===== config.mk =====
export PLATFORM = sky130hd
export DESIGN_NAME = clkgen_cfg_target
export DESIGN_NICKNAME = d
export VERILOG_FILES = /design/src/rtl/clkcfg_pkg.sv /design/src/rtl/i2c_line_sync.sv /design/src/rtl/i2c_target_fsm.sv /design/src/rtl/clkcfg_regfile.sv /design/src/rtl/clkgen_cfg_target.sv
export SDC_FILE = /design/constraint.sdc
export NUM_CORES = 1
export LEC_CHECK = 0
export BUFFER_PORTS_ARGS = -buffer_cell sky130_fd_sc_hd__clkbuf_2
export CORE_MARGIN = 2
export CORE_UTILIZATION = 63
export CTS_CLUSTER_SIZE = 30
export DETAILED_ROUTE_END_ITERATION = 16
export GPL_TIMING_DRIVEN = 0
export PLACE_DENSITY = 0.95
export SKIP_LAST_GASP = 1
export SYNTH_ARGS = -nofsm -noshare
export SYNTH_HDL_FRONTEND = slang
export SYNTH_SLANG_ARGS = --single-unit

===== constraint.sdc =====
create_clock -name clk -period 3.88 [get_ports clk]
set_input_delay 0.776 -clock clk [delete_from_list [all_inputs] [get_ports clk]]
set_output_delay 0.776 -clock clk [all_outputs]
set_load 0.1 [all_outputs]

===== src/rtl/clkcfg_pkg.sv =====
package clkcfg_pkg;

    typedef enum logic [3:0] {
        ST_IDLE,
        ST_ADDR,
        ST_ACK_ADDR,
        ST_INDEX,
        ST_ACK_INDEX,
        ST_WRITE,
        ST_ACK_WRITE,
        ST_READ,
        ST_ACK_READ
    } tgt_state_e;

    localparam logic [5:0] DEV_ADDR_HI = 6'b010011;

    localparam logic [7:0] IDX_INPUT = 8'h00;
    localparam logic [7:0] IDX_LOOP  = 8'h01;
    localparam logic [7:0] IDX_FBLO  = 8'h02;
    localparam logic [7:0] IDX_FBHI  = 8'h03;
    localparam logic [7:0] IDX_POFS  = 8'h04;
    localparam logic [7:0] IDX_PCTL  = 8'h05;
    localparam logic [7:0] IDX_OEN   = 8'h06;
    localparam logic [7:0] IDX_OSC   = 8'h07;
    localparam logic [7:0] IDX_CMD   = 8'h08;
    localparam logic [7:0] IDX_VER   = 8'h10;
    localparam logic [7:0] IDX_REV   = 8'h11;
    localparam logic [7:0] IDX_STAT  = 8'h12;

    localparam logic [3:0] CMD_PLL_CODE = 4'h5;
    localparam logic [3:0] CMD_DPA_CODE = 4'hA;

    localparam logic [7:0] LOOP_KEEP = 8'h37;
    localparam logic [7:0] FBHI_KEEP = 8'h0F;

    localparam logic [7:0] RST_INPUT = 8'h41;
    localparam logic [7:0] RST_LOOP  = 8'h00;
    localparam logic [7:0] RST_FBLO  = 8'hFF;
    localparam logic [7:0] RST_FBHI  = 8'h0F;
    localparam logic [7:0] RST_POFS  = 8'h80;
    localparam logic [7:0] RST_PCTL  = 8'h03;
    localparam logic [7:0] RST_OEN   = 8'h00;
    localparam logic [7:0] RST_OSC   = 8'h80;

endpackage


===== src/rtl/i2c_line_sync.sv =====
module i2c_line_sync #(
    parameter int SYNC_STAGES = 2
) (
    input  logic clk,
    input  logic rst_n,
    input  logic scl_raw,
    input  logic sda_raw,
    output logic scl_s,
    output logic sda_s,
    output logic scl_rise,
    output logic scl_fall,
    output logic bus_start,
    output logic bus_stop
);
    localparam int LAST = SYNC_STAGES - 1;

    logic [LAST:0] scl_pipe;
    logic [LAST:0] sda_pipe;
    logic          scl_d;
    logic          sda_d;

    always_ff @(posedge clk or negedge rst_n) begin
        if (!rst_n) begin
            scl_pipe <= '1;
            sda_pipe <= '1;
            scl_d    <= 1'b1;
            sda_d    <= 1'b1;
        end else begin
            scl_pipe <= {scl_pipe[LAST-1:0], scl_raw};
            sda_pipe <= {sda_pipe[LAST-1:0], sda_raw};
            scl_d    <= scl_pipe[LAST];
            sda_d    <= sda_pipe[LAST];
        end
    end

    assign scl_s     = scl_pipe[LAST];
    assign sda_s     = sda_pipe[LAST];
    assign scl_rise  = scl_s & ~scl_d;
    assign scl_fall  = ~scl_s & scl_d;
    assign bus_start = scl_s & scl_d & sda_d & ~sda_s;
    assign bus_stop  = scl_s & scl_d & ~sda_d & sda_s;

endmodule


===== src/rtl/i2c_target_fsm.sv =====
module i2c_target_fsm
    import clkcfg_pkg::*;
(
    input  logic       clk,
    input  logic       rst_n,
    input  logic       scl_s,
    input  logic       sda_s,
    input  logic       scl_rise,
    input  logic       scl_fall,
    input  logic       bus_start,
    input  logic       bus_stop,
    input  logic       addr_sel,
    input  logic [7:0] rd_data,
    output logic [7:0] rd_idx,
    output logic       wr_en,
    output logic [7:0] wr_idx,
    output logic [7:0] wr_data,
    output logic       sda_oe
);
    tgt_state_e state, state_n;

    logic [3:0] bit_cnt;
    logic [7:0] rx_sh;
    logic [7:0] tx_sh;
    logic [7:0] ptr;
    logic       ack_ph;
    logic       is_read;
    logic       host_ack;

    logic [7:0] rx_next;
    logic       byte_done;
    logic       addr_ok;

    assign rx_next   = {rx_sh[6:0], sda_s};
    assign byte_done = scl_rise && (bit_cnt == 4'd7);
    assign addr_ok   = (rx_next[7:1] == {DEV_ADDR_HI, addr_sel});
    assign rd_idx    = ptr;

    always_ff @(posedge clk or negedge rst_n) begin
        if (!rst_n) state <= ST_IDLE;
        else        state <= state_n;
    end

    always_comb begin
        state_n = state;
        if (bus_stop) begin
            state_n = ST_IDLE;
        end else if (bus_start) begin
            state_n = ST_ADDR;
        end else begin
            unique case (state)
                ST_IDLE:      state_n = ST_IDLE;
                ST_ADDR:      if (byte_done) state_n = addr_ok ? ST_ACK_ADDR : ST_IDLE;
                ST_ACK_ADDR:  if (scl_fall && ack_ph) state_n = is_read ? ST_READ : ST_INDEX;
                ST_INDEX:     if (byte_done) state_n = ST_ACK_INDEX;
                ST_ACK_INDEX: if (scl_fall && ack_ph) state_n = ST_WRITE;
                ST_WRITE:     if (byte_done) state_n = ST_ACK_WRITE;
                ST_ACK_WRITE: if (scl_fall && ack_ph) state_n = ST_WRITE;
                ST_READ:      if (scl_fall && bit_cnt == 4'd8) state_n = ST_ACK_READ;
                ST_ACK_READ:  if (scl_fall) state_n = host_ack ? ST_READ : ST_IDLE;
                default:      state_n = ST_IDLE;
            endcase
        end
    end

    always_ff @(posedge clk or negedge rst_n) begin
        if (!rst_n) begin
            bit_cnt  <= '0;
            rx_sh    <= '0;
            tx_sh    <= '0;
            ptr      <= '0;
            ack_ph   <= 1'b0;
            is_read  <= 1'b0;
            host_ack <= 1'b0;
            sda_oe   <= 1'b0;
            wr_en    <= 1'b0;
            wr_idx   <= '0;
            wr_data  <= '0;
        end else begin
            wr_en <= 1'b0;
            if (bus_stop || bus_start) begin
                sda_oe  <= 1'b0;
                bit_cnt <= '0;
                ack_ph  <= 1'b0;
            end else begin
                unique case (state)
                    ST_ADDR, ST_INDEX, ST_WRITE: begin
                        if (scl_rise) begin
                            rx_sh   <= rx_next;
                            bit_cnt <= bit_cnt + 4'd1;
                            if (bit_cnt == 4'd7) begin
                                bit_cnt <= '0;
                                ack_ph  <= 1'b0;
                                if (state == ST_ADDR) is_read <= rx_next[0];
                                if (state == ST_INDEX) ptr <= rx_next;
                                if (state == ST_WRITE) begin
                                    wr_en   <= 1'b1;
                                    wr_idx  <= ptr;
                                    wr_data <= rx_next;
                                    ptr     <= ptr + 8'd1;
                                end
                            end
                        end
                    end
                    ST_ACK_ADDR, ST_ACK_INDEX, ST_ACK_WRITE: begin
                        if (scl_fall) begin
                            if (!ack_ph) begin
                                sda_oe <= 1'b1;
                                ack_ph <= 1'b1;
                            end else begin
                                sda_oe  <= 1'b0;
                                ack_ph  <= 1'b0;
                                bit_cnt <= '0;
                                if (state == ST_ACK_ADDR && is_read) begin
                                    tx_sh  <= rd_data;
                                    sda_oe <= ~rd_data[7];
                                    ptr    <= ptr + 8'd1;
                                end
                            end
                        end
                    end
                    ST_READ: begin
                        if (scl_rise) bit_cnt <= bit_cnt + 4'd1;
                        if (scl_fall) begin
                            if (bit_cnt == 4'd8) begin
                                sda_oe <= 1'b0;
                            end else begin
                                tx_sh  <= {tx_sh[6:0], 1'b0};
                                sda_oe <= ~tx_sh[6];
                            end
                        end
                    end
                    ST_ACK_READ: begin
                        if (scl_rise) host_ack <= ~sda_s;
                        if (scl_fall && host_ack) begin
                            tx_sh   <= rd_data;
                            sda_oe  <= ~rd_data[7];
                            ptr     <= ptr + 8'd1;
                            bit_cnt <= '0;
                        end
                    end
                    default: sda_oe <= 1'b0;
                endcase
            end
        end
    end

    AST_PULL_WHILE_LOW: assert property (@(posedge clk) disable iff (!rst_n)
        $rose(sda_oe) |-> !scl_s);

    AST_STOP_TO_IDLE: assert property (@(posedge clk) disable iff (!rst_n)
        bus_stop |=> (state == ST_IDLE) && !sda_oe);

    AST_HOST_ACK_FREE: assert property (@(posedge clk) disable iff (!rst_n)
        (state == ST_ACK_READ) |-> !sda_oe);

endmodule


===== src/rtl/clkcfg_regfile.sv =====
module clkcfg_regfile
    import clkcfg_pkg::*;
#(
    parameter logic [7:0] CHIP_VERSION  = 8'h18,
    parameter logic [7:0] CHIP_REVISION = 8'h01
) (
    input  logic       clk,
    input  logic       rst_n,
    input  logic       wr_en,
    input  logic [7:0] wr_idx,
    input  logic [7:0] wr_data,
    input  logic [7:0] rd_idx,
    output logic [7:0] rd_data,
    input  logic       dpa_lock,
    input  logic       pll_lock,
    output logic [7:0] o_input,
    output logic [7:0] o_loop,
    output logic [7:0] o_fblo,
    output logic [7:0] o_fbhi,
    output logic [7:0] o_pofs,
    output logic [7:0] o_pctl,
    output logic [7:0] o_oen,
    output logic [7:0] o_osc
);
    logic [7:0] r_input, r_pofs, r_oen, r_osc;
    logic [7:0] s_loop, s_fblo, s_fbhi, s_pctl;
    logic [7:0] w_loop, w_fblo, w_fbhi, w_pctl;
    logic       cmd_wr;

    assign cmd_wr = wr_en && (wr_idx == IDX_CMD);

    always_ff @(posedge clk or negedge rst_n) begin
        if (!rst_n) begin
            r_input <= RST_INPUT;
            r_pofs  <= RST_POFS;
            r_oen   <= RST_OEN;
            r_osc   <= RST_OSC;
            s_loop  <= RST_LOOP;
            s_fblo  <= RST_FBLO;
            s_fbhi  <= RST_FBHI;
            s_pctl  <= RST_PCTL;
        end else if (wr_en) begin
            case (wr_idx)
                IDX_INPUT: r_input <= wr_data;
                IDX_LOOP:  s_loop  <= wr_data & LOOP_KEEP;
                IDX_FBLO:  s_fblo  <= wr_data;
                IDX_FBHI:  s_fbhi  <= wr_data & FBHI_KEEP;
                IDX_POFS:  r_pofs  <= wr_data;
                IDX_PCTL:  s_pctl  <= wr_data;
                IDX_OEN:   r_oen   <= wr_data;
                IDX_OSC:   r_osc   <= wr_data;
                default:   ;
            endcase
        end
    end

    always_ff @(posedge clk or negedge rst_n) begin
        if (!rst_n) begin
            w_loop <= RST_LOOP;
            w_fblo <= RST_FBLO;
            w_fbhi <= RST_FBHI;
        end else if (cmd_wr && wr_data[7:4] == CMD_PLL_CODE) begin
            w_loop <= s_loop;
            w_fblo <= s_fblo;
            w_fbhi <= s_fbhi;
        end
    end

    always_ff @(posedge clk or negedge rst_n) begin
        if (!rst_n) begin
            w_pctl <= RST_PCTL;
        end else if (cmd_wr && wr_data[3:0] == CMD_DPA_CODE) begin
            w_pctl <= s_pctl;
        end
    end

    always_comb begin
        case (rd_idx)
            IDX_INPUT: rd_data = r_input;
            IDX_LOOP:  rd_data = s_loop;
            IDX_FBLO:  rd_data = s_fblo;
            IDX_FBHI:  rd_data = s_fbhi;
            IDX_POFS:  rd_data = r_pofs;
            IDX_PCTL:  rd_data = s_pctl;
            IDX_OEN:   rd_data = r_oen;
            IDX_OSC:   rd_data = r_osc;
            IDX_VER:   rd_data = CHIP_VERSION;
            IDX_REV:   rd_data = CHIP_REVISION;
            IDX_STAT:  rd_data = {6'b0, pll_lock, dpa_lock};
            default:   rd_data = 8'h00;
        endcase
    end

    assign o_input = r_input;
    assign o_loop  = w_loop;
    assign o_fblo  = w_fblo;
    assign o_fbhi  = w_fbhi;
    assign o_pofs  = r_pofs;
    assign o_pctl  = w_pctl;
    assign o_oen   = r_oen;
    assign o_osc   = r_osc;

    AST_WORK_HOLD: assert property (@(posedge clk) disable iff (!rst_n)
        !cmd_wr |=> $stable(w_loop) && $stable(w_fblo) && $stable(w_fbhi) && $stable(w_pctl));

    AST_PLL_COMMIT: assert property (@(posedge clk) disable iff (!rst_n)
        (cmd_wr && wr_data[7:4] == CMD_PLL_CODE) |=>
        (w_loop == $past(s_loop)) && (w_fblo == $past(s_fblo)) && (w_fbhi == $past(s_fbhi)));

    AST_DPA_COMMIT: assert property (@(posedge clk) disable iff (!rst_n)
        (cmd_wr && wr_data[3:0] == CMD_DPA_CODE) |=> (w_pctl == $past(s_pctl)));

endmodule


===== src/rtl/clkgen_cfg_target.sv =====
module clkgen_cfg_target #(
    parameter int         SYNC_STAGES   = 2,
    parameter logic [7:0] CHIP_VERSION  = 8'h18,
    parameter logic [7:0] CHIP_REVISION = 8'h01
) (
    input  logic       clk,
    input  logic       rst_n,
    input  logic       scl_in,
    input  logic       sda_in,
    output logic       sda_pull,
    input  logic       addr_pin,
    input  logic       dpa_locked,
    input  logic       pll_locked,
    output logic [7:0] cfg_input,
    output logic [7:0] cfg_loop,
    output logic [7:0] cfg_fb_lo,
    output logic [7:0] cfg_fb_hi,
    output logic [7:0] cfg_phase_ofs,
    output logic [7:0] cfg_phase_ctl,
    output logic [7:0] cfg_out_en,
    output logic [7:0] cfg_osc
);
    logic       scl_s, sda_s, scl_rise, scl_fall, bus_start, bus_stop;
    logic [7:0] rd_data, rd_idx, wr_idx, wr_data;
    logic       wr_en;

    i2c_line_sync #(.SYNC_STAGES(SYNC_STAGES)) u_sync (
        .clk       (clk),
        .rst_n     (rst_n),
        .scl_raw   (scl_in),
        .sda_raw   (sda_in),
        .scl_s     (scl_s),
        .sda_s     (sda_s),
        .scl_rise  (scl_rise),
        .scl_fall  (scl_fall),
        .bus_start (bus_start),
        .bus_stop  (bus_stop)
    );

    i2c_target_fsm u_fsm (
        .clk       (clk),
        .rst_n     (rst_n),
        .scl_s     (scl_s),
        .sda_s     (sda_s),
        .scl_rise  (scl_rise),
        .scl_fall  (scl_fall),
        .bus_start (bus_start),
        .bus_stop  (bus_stop),
        .addr_sel  (addr_pin),
        .rd_data   (rd_data),
        .rd_idx    (rd_idx),
        .wr_en     (wr_en),
        .wr_idx    (wr_idx),
        .wr_data   (wr_data),
        .sda_oe    (sda_pull)
    );

    clkcfg_regfile #(
        .CHIP_VERSION  (CHIP_VERSION),
        .CHIP_REVISION (CHIP_REVISION)
    ) u_regs (
        .clk      (clk),
        .rst_n    (rst_n),
        .wr_en    (wr_en),
        .wr_idx   (wr_idx),
        .wr_data  (wr_data),
        .rd_idx   (rd_idx),
        .rd_data  (rd_data),
        .dpa_lock (dpa_locked),
        .pll_lock (pll_locked),
        .o_input  (cfg_input),
        .o_loop   (cfg_loop),
        .o_fblo   (cfg_fb_lo),
        .o_fbhi   (cfg_fb_hi),
        .o_pofs   (cfg_phase_ofs),
        .o_pctl   (cfg_phase_ctl),
        .o_oen    (cfg_out_en),
        .o_osc    (cfg_osc)
    );

endmodule


==> results.py <==
metrics = {
    "outcome": {
        "status": "complete, no violations",
    },
    "critical_path": {
        "reg2reg_slack_ps": 920,
        "crit_buf_inv": 1,
        "endpoint": "u_fsm.tx_sh[2]$_DFFE_PN0P_",
        "startpoint_type": "register",
        "crit_required_ps": 4300,
        "slowest_delay_ps": 530,
        "slowest_stage": "dfstp_2",
        "r2r_start": "u_sync.sda_pipe[1]$_DFF_PN1_",
        "worst_ep_arrival_time_ps": 3380,
        "crit_family": "simple AND/OR/NAND/NOR gates",
        "cp_cell_sequence": "clkbuf_1 > xor2_1 > nand3_1 > nand3_1 > a221oi_4 > mux2_2",
        "critPathKind": "reg -> reg",
        "worstSetupStartpoint": "u_sync.sda_pipe[1]$_DFF_PN1_",
        "endpoint_kind": "register",
        "ff2ff_path_depth": 6,
        "worstPathMaxFanout": 9,
        "cpMostUsedCell": "nand3_1",
        "regToRegEndpoint": "u_fsm.tx_sh[2]$_DFFE_PN0P_",
        "cp.depth": 6,
    },
    "synth": {
        "synth_top_area_cell": "dfrtp_1",
        "synth_top_area_share_pct": 37.3,
        "syn_area_per_cell_um2": 12.3,
        "yosysSeqAreaShare_pct": 52.1,
        "syn_inst": 552,
        "synth_common_cells": "120 x mux2_2, 101 x dfrtp_1, 38 x dfstp_2",
        "synth_edf_count": 0,
        "yosys-top-cells-area": "dfrtp_1 37%, mux2_2 20%, dfstp_2 15%",
        "synthesis.area_um2": 6770,
        "yosysUniqueCellTypes": 63,
        "yosysMostFrequentCell": "mux2_2",
        "postSynth.asyncResetShare_pct": 100,
        "yosys_warnings": 0,
        "synth_ff_type": "dfrtp_1",
        "synth-seq-cells": 139,
    },
    "cts": {
        "clkTransAtPathRegs_ps": 70,
        "cts_root_buffer": "clkbuf_8",
        "htreeDepth": 4,
        "cts_buffer_depth": 2,
        "ctsResizeCount": 0,
        "cts_tree": "yes",
        "cts.sinks": 139,
        "post_cts_buffers": 0,
        "clk_latency_ps": 540,
        "numCtsBuffers": 17,
        "postCtsHoldBufs": 0,
    },
    "route": {
        "first_pass_iters": 8,
        "drt-vias-per-instance": 6.72,
        "drt_wl_total_um": 18300,
        "vias": 5314,
        "route.detailed.drc": 0,
        "antenna_left": 0,
        "drt-initial-drc-count": 815,
        "routedWlPerCell_um": 23.2,
    },
    "global_routing": {
        "antenna_found_initial": 0,
        "grt_max_degree": 74,
        "overflow": 0,
        "grt_pass1_vias": 5355,
        "grt_use_total_pct": 33.7,
        "grt_first_pass_wirelength_um": 29300,
    },
    "sta": {
        "rsz0062_at_grt": "no",
        "hold_viol": 0,
        "slew_headroom_pct": 53.0,
        "finalSetupViolations": 0,
        "max_freq_mhz": 338,
        "timing.final.crit_share_pct": 76.3,
        "fin_skew_ps": 12.2,
        "slew_viol_final": 0,
        "fin_crit_ps": 2960,
        "tightest_slew_ps": 701,
        "setup_ws_ps": 919,
    },
    "final_layout": {
        "synthToLayoutAreaGrowth_pct": 16.6,
        "drive_above_1_share_pct": 42.6,
        "seq_area_um2": 3530,
        "fill_cells": 649,
        "antennaDiodeCount": 0,
        "fin_nets": 655,
        "multi_input_comb_area_um2": 3030,
    },
    "pwr": {
        "p_sw_share_pct": 33.7,
        "powerDensity_nw_per_um2": 512,
        "p_int_mw": 2.68,
        "finalPower_mw": 4.04,
        "power_frac_seq_pct": 41.3,
        "power_switching_mw": 1.36,
        "p_clk_share_pct": 39.1,
        "p_leak_nw": 3.69,
        "ir_worst_vdd_mv": 0.453,
        "power_frac_comb_pct": 19.6,
    },
    "placed_design": {
        "place_ws_ps": 1010,
        "port_buffers": 64,
        "place_congestion": 0.981,
        "dp_hpwl_um": 12100,
    },
    "floorplan": {
        "initial_core_util_pct": 65.3,
        "die_area_um2": 11600,
        "ioPinCount": 72,
        "num_rows": 37,
        "die_h_um": 108,
        "die_width_um": 108,
        "core_area_um2": 10400,
    },
    "job": {
        "drv_cap": 0,
    },
    "hold_path": {
        "worstHoldPathType": "in -> async",
    },
}
worst min path at each step:
stage | startpoint | to | slack, ps | depth (start not counted)
finish | rst_n | u_fsm.wr_idx[7]$_DFFE_PN0P_ | 230 | 1
global route | rst_n | u_fsm.host_ack$_DFFE_PN0P_ | 260 | 1
CTS | rst_n | u_fsm.wr_idx[7]$_DFFE_PN0P_ | 240 | 1
detailed placement | u_sync.sda_pipe[0]$_DFF_PN1_ | u_sync.sda_pipe[1]$_DFF_PN1_ | 350 | 0
global placement | u_sync.scl_pipe[0]$_DFF_PN1_ | u_sync.scl_pipe[1]$_DFF_PN1_ | 350 | 0
floorplan | u_sync.scl_pipe[0]$_DFF_PN1_ | u_sync.scl_pipe[1]$_DFF_PN1_ | 350 | 0
flip-flops by register name (all words and copies together), names as in the netlist, 8 cells and up:
signal and count:
u_regs.o_oen 8, u_fsm.rd_idx 8, u_fsm.wr_data 8, u_regs.o_input 8
u_regs.o_osc 8, u_regs.s_fblo 8, u_regs.o_pctl 8, u_regs.o_pofs 8
u_regs.s_pctl 8, u_regs.o_fblo 8, u_fsm.wr_idx 8
final cells by class:
type                    count  area share [%]
flip-flops and latches    139            44.7
multi-input cells         371            38.4
clock buffers              17            5.24
repair buffers             65            4.52
plain buffers              39            2.55
well taps                 136            2.15
clock inverters            15            2.03
inverters                   9           0.428
layout by cell type, fill, tap and decap left out, types with 7 or more instances in the layout:
master     synthesis  routed
a22oi_1           13      13
inv_1              9       9
nor2_1            14      14
clkbuf_2           1      64
nand3_1           20      20
buf_2              7       7
o21ai_0           12      12
buf_4              8       8
mux2i_1           11      11
clkbuf_1          19      19
dfrtp_1          101     101
dfstp_2           38      38
clkbuf_16          0      16
mux2_2           120     120
nand2_1           31      31
a211oi_1          12      12
conb_1             1       7
nor2b_1           10      10
a21oi_1           11      11
cells by family (layout without fill, tap and decap cells):
logic type,after synthesis,count (layout),synth area share (%)
other,1,7,0.0554
AO/OA/AOI/OAI,103,103,11.5
flip-flops,139,139,52.1
buffers and inverters,48,145,3.47
multiplexers,131,131,21.6
XOR/XNOR,2,2,0.259
AND/OR/NAND/NOR,122,122,9.94
adder cells (fa/ha/maj),6,6,1.11
power groups by stage:
stage	Combinational, mW	Clock [mW]	Sequential (mW)
CTS	0.764	1.58	1.66
floorplan	0.539	0	1.64
global route	0.845	1.65	1.68
global placement	0.722	0	1.68
detailed placement	0.748	0	1.68
finish	0.791	1.58	1.67
per-stage QoR:
step	util, %	instance area (um2)	setup TNS [ps]	hold slack (ps)	std cells
floorplan	-	6800	0	345	558
global placement	70.3	7290	-2010	345	758
detailed placement	70.6	7320	0	348	759
CTS	76.1	7900	0	240	791
global route	76.1	7900	0	264	791
finish	76.1	7900	0	233	791
routing by layer:
| metal | vias to the layer above | wire length, um | global-route usage, % |
|---|---|---|---|
| met4 | 0 | 636 | 14.8 |
| met2 | 345 | 9150 | 54.9 |
| met3 | 70 | 1500 | 7.08 |
| met5 | - | 0 | 0 |
| li1 | 2239 | - | - |
| met1 | 2660 | 7020 | 43.6 |
(Power assumes the default switching activity.)
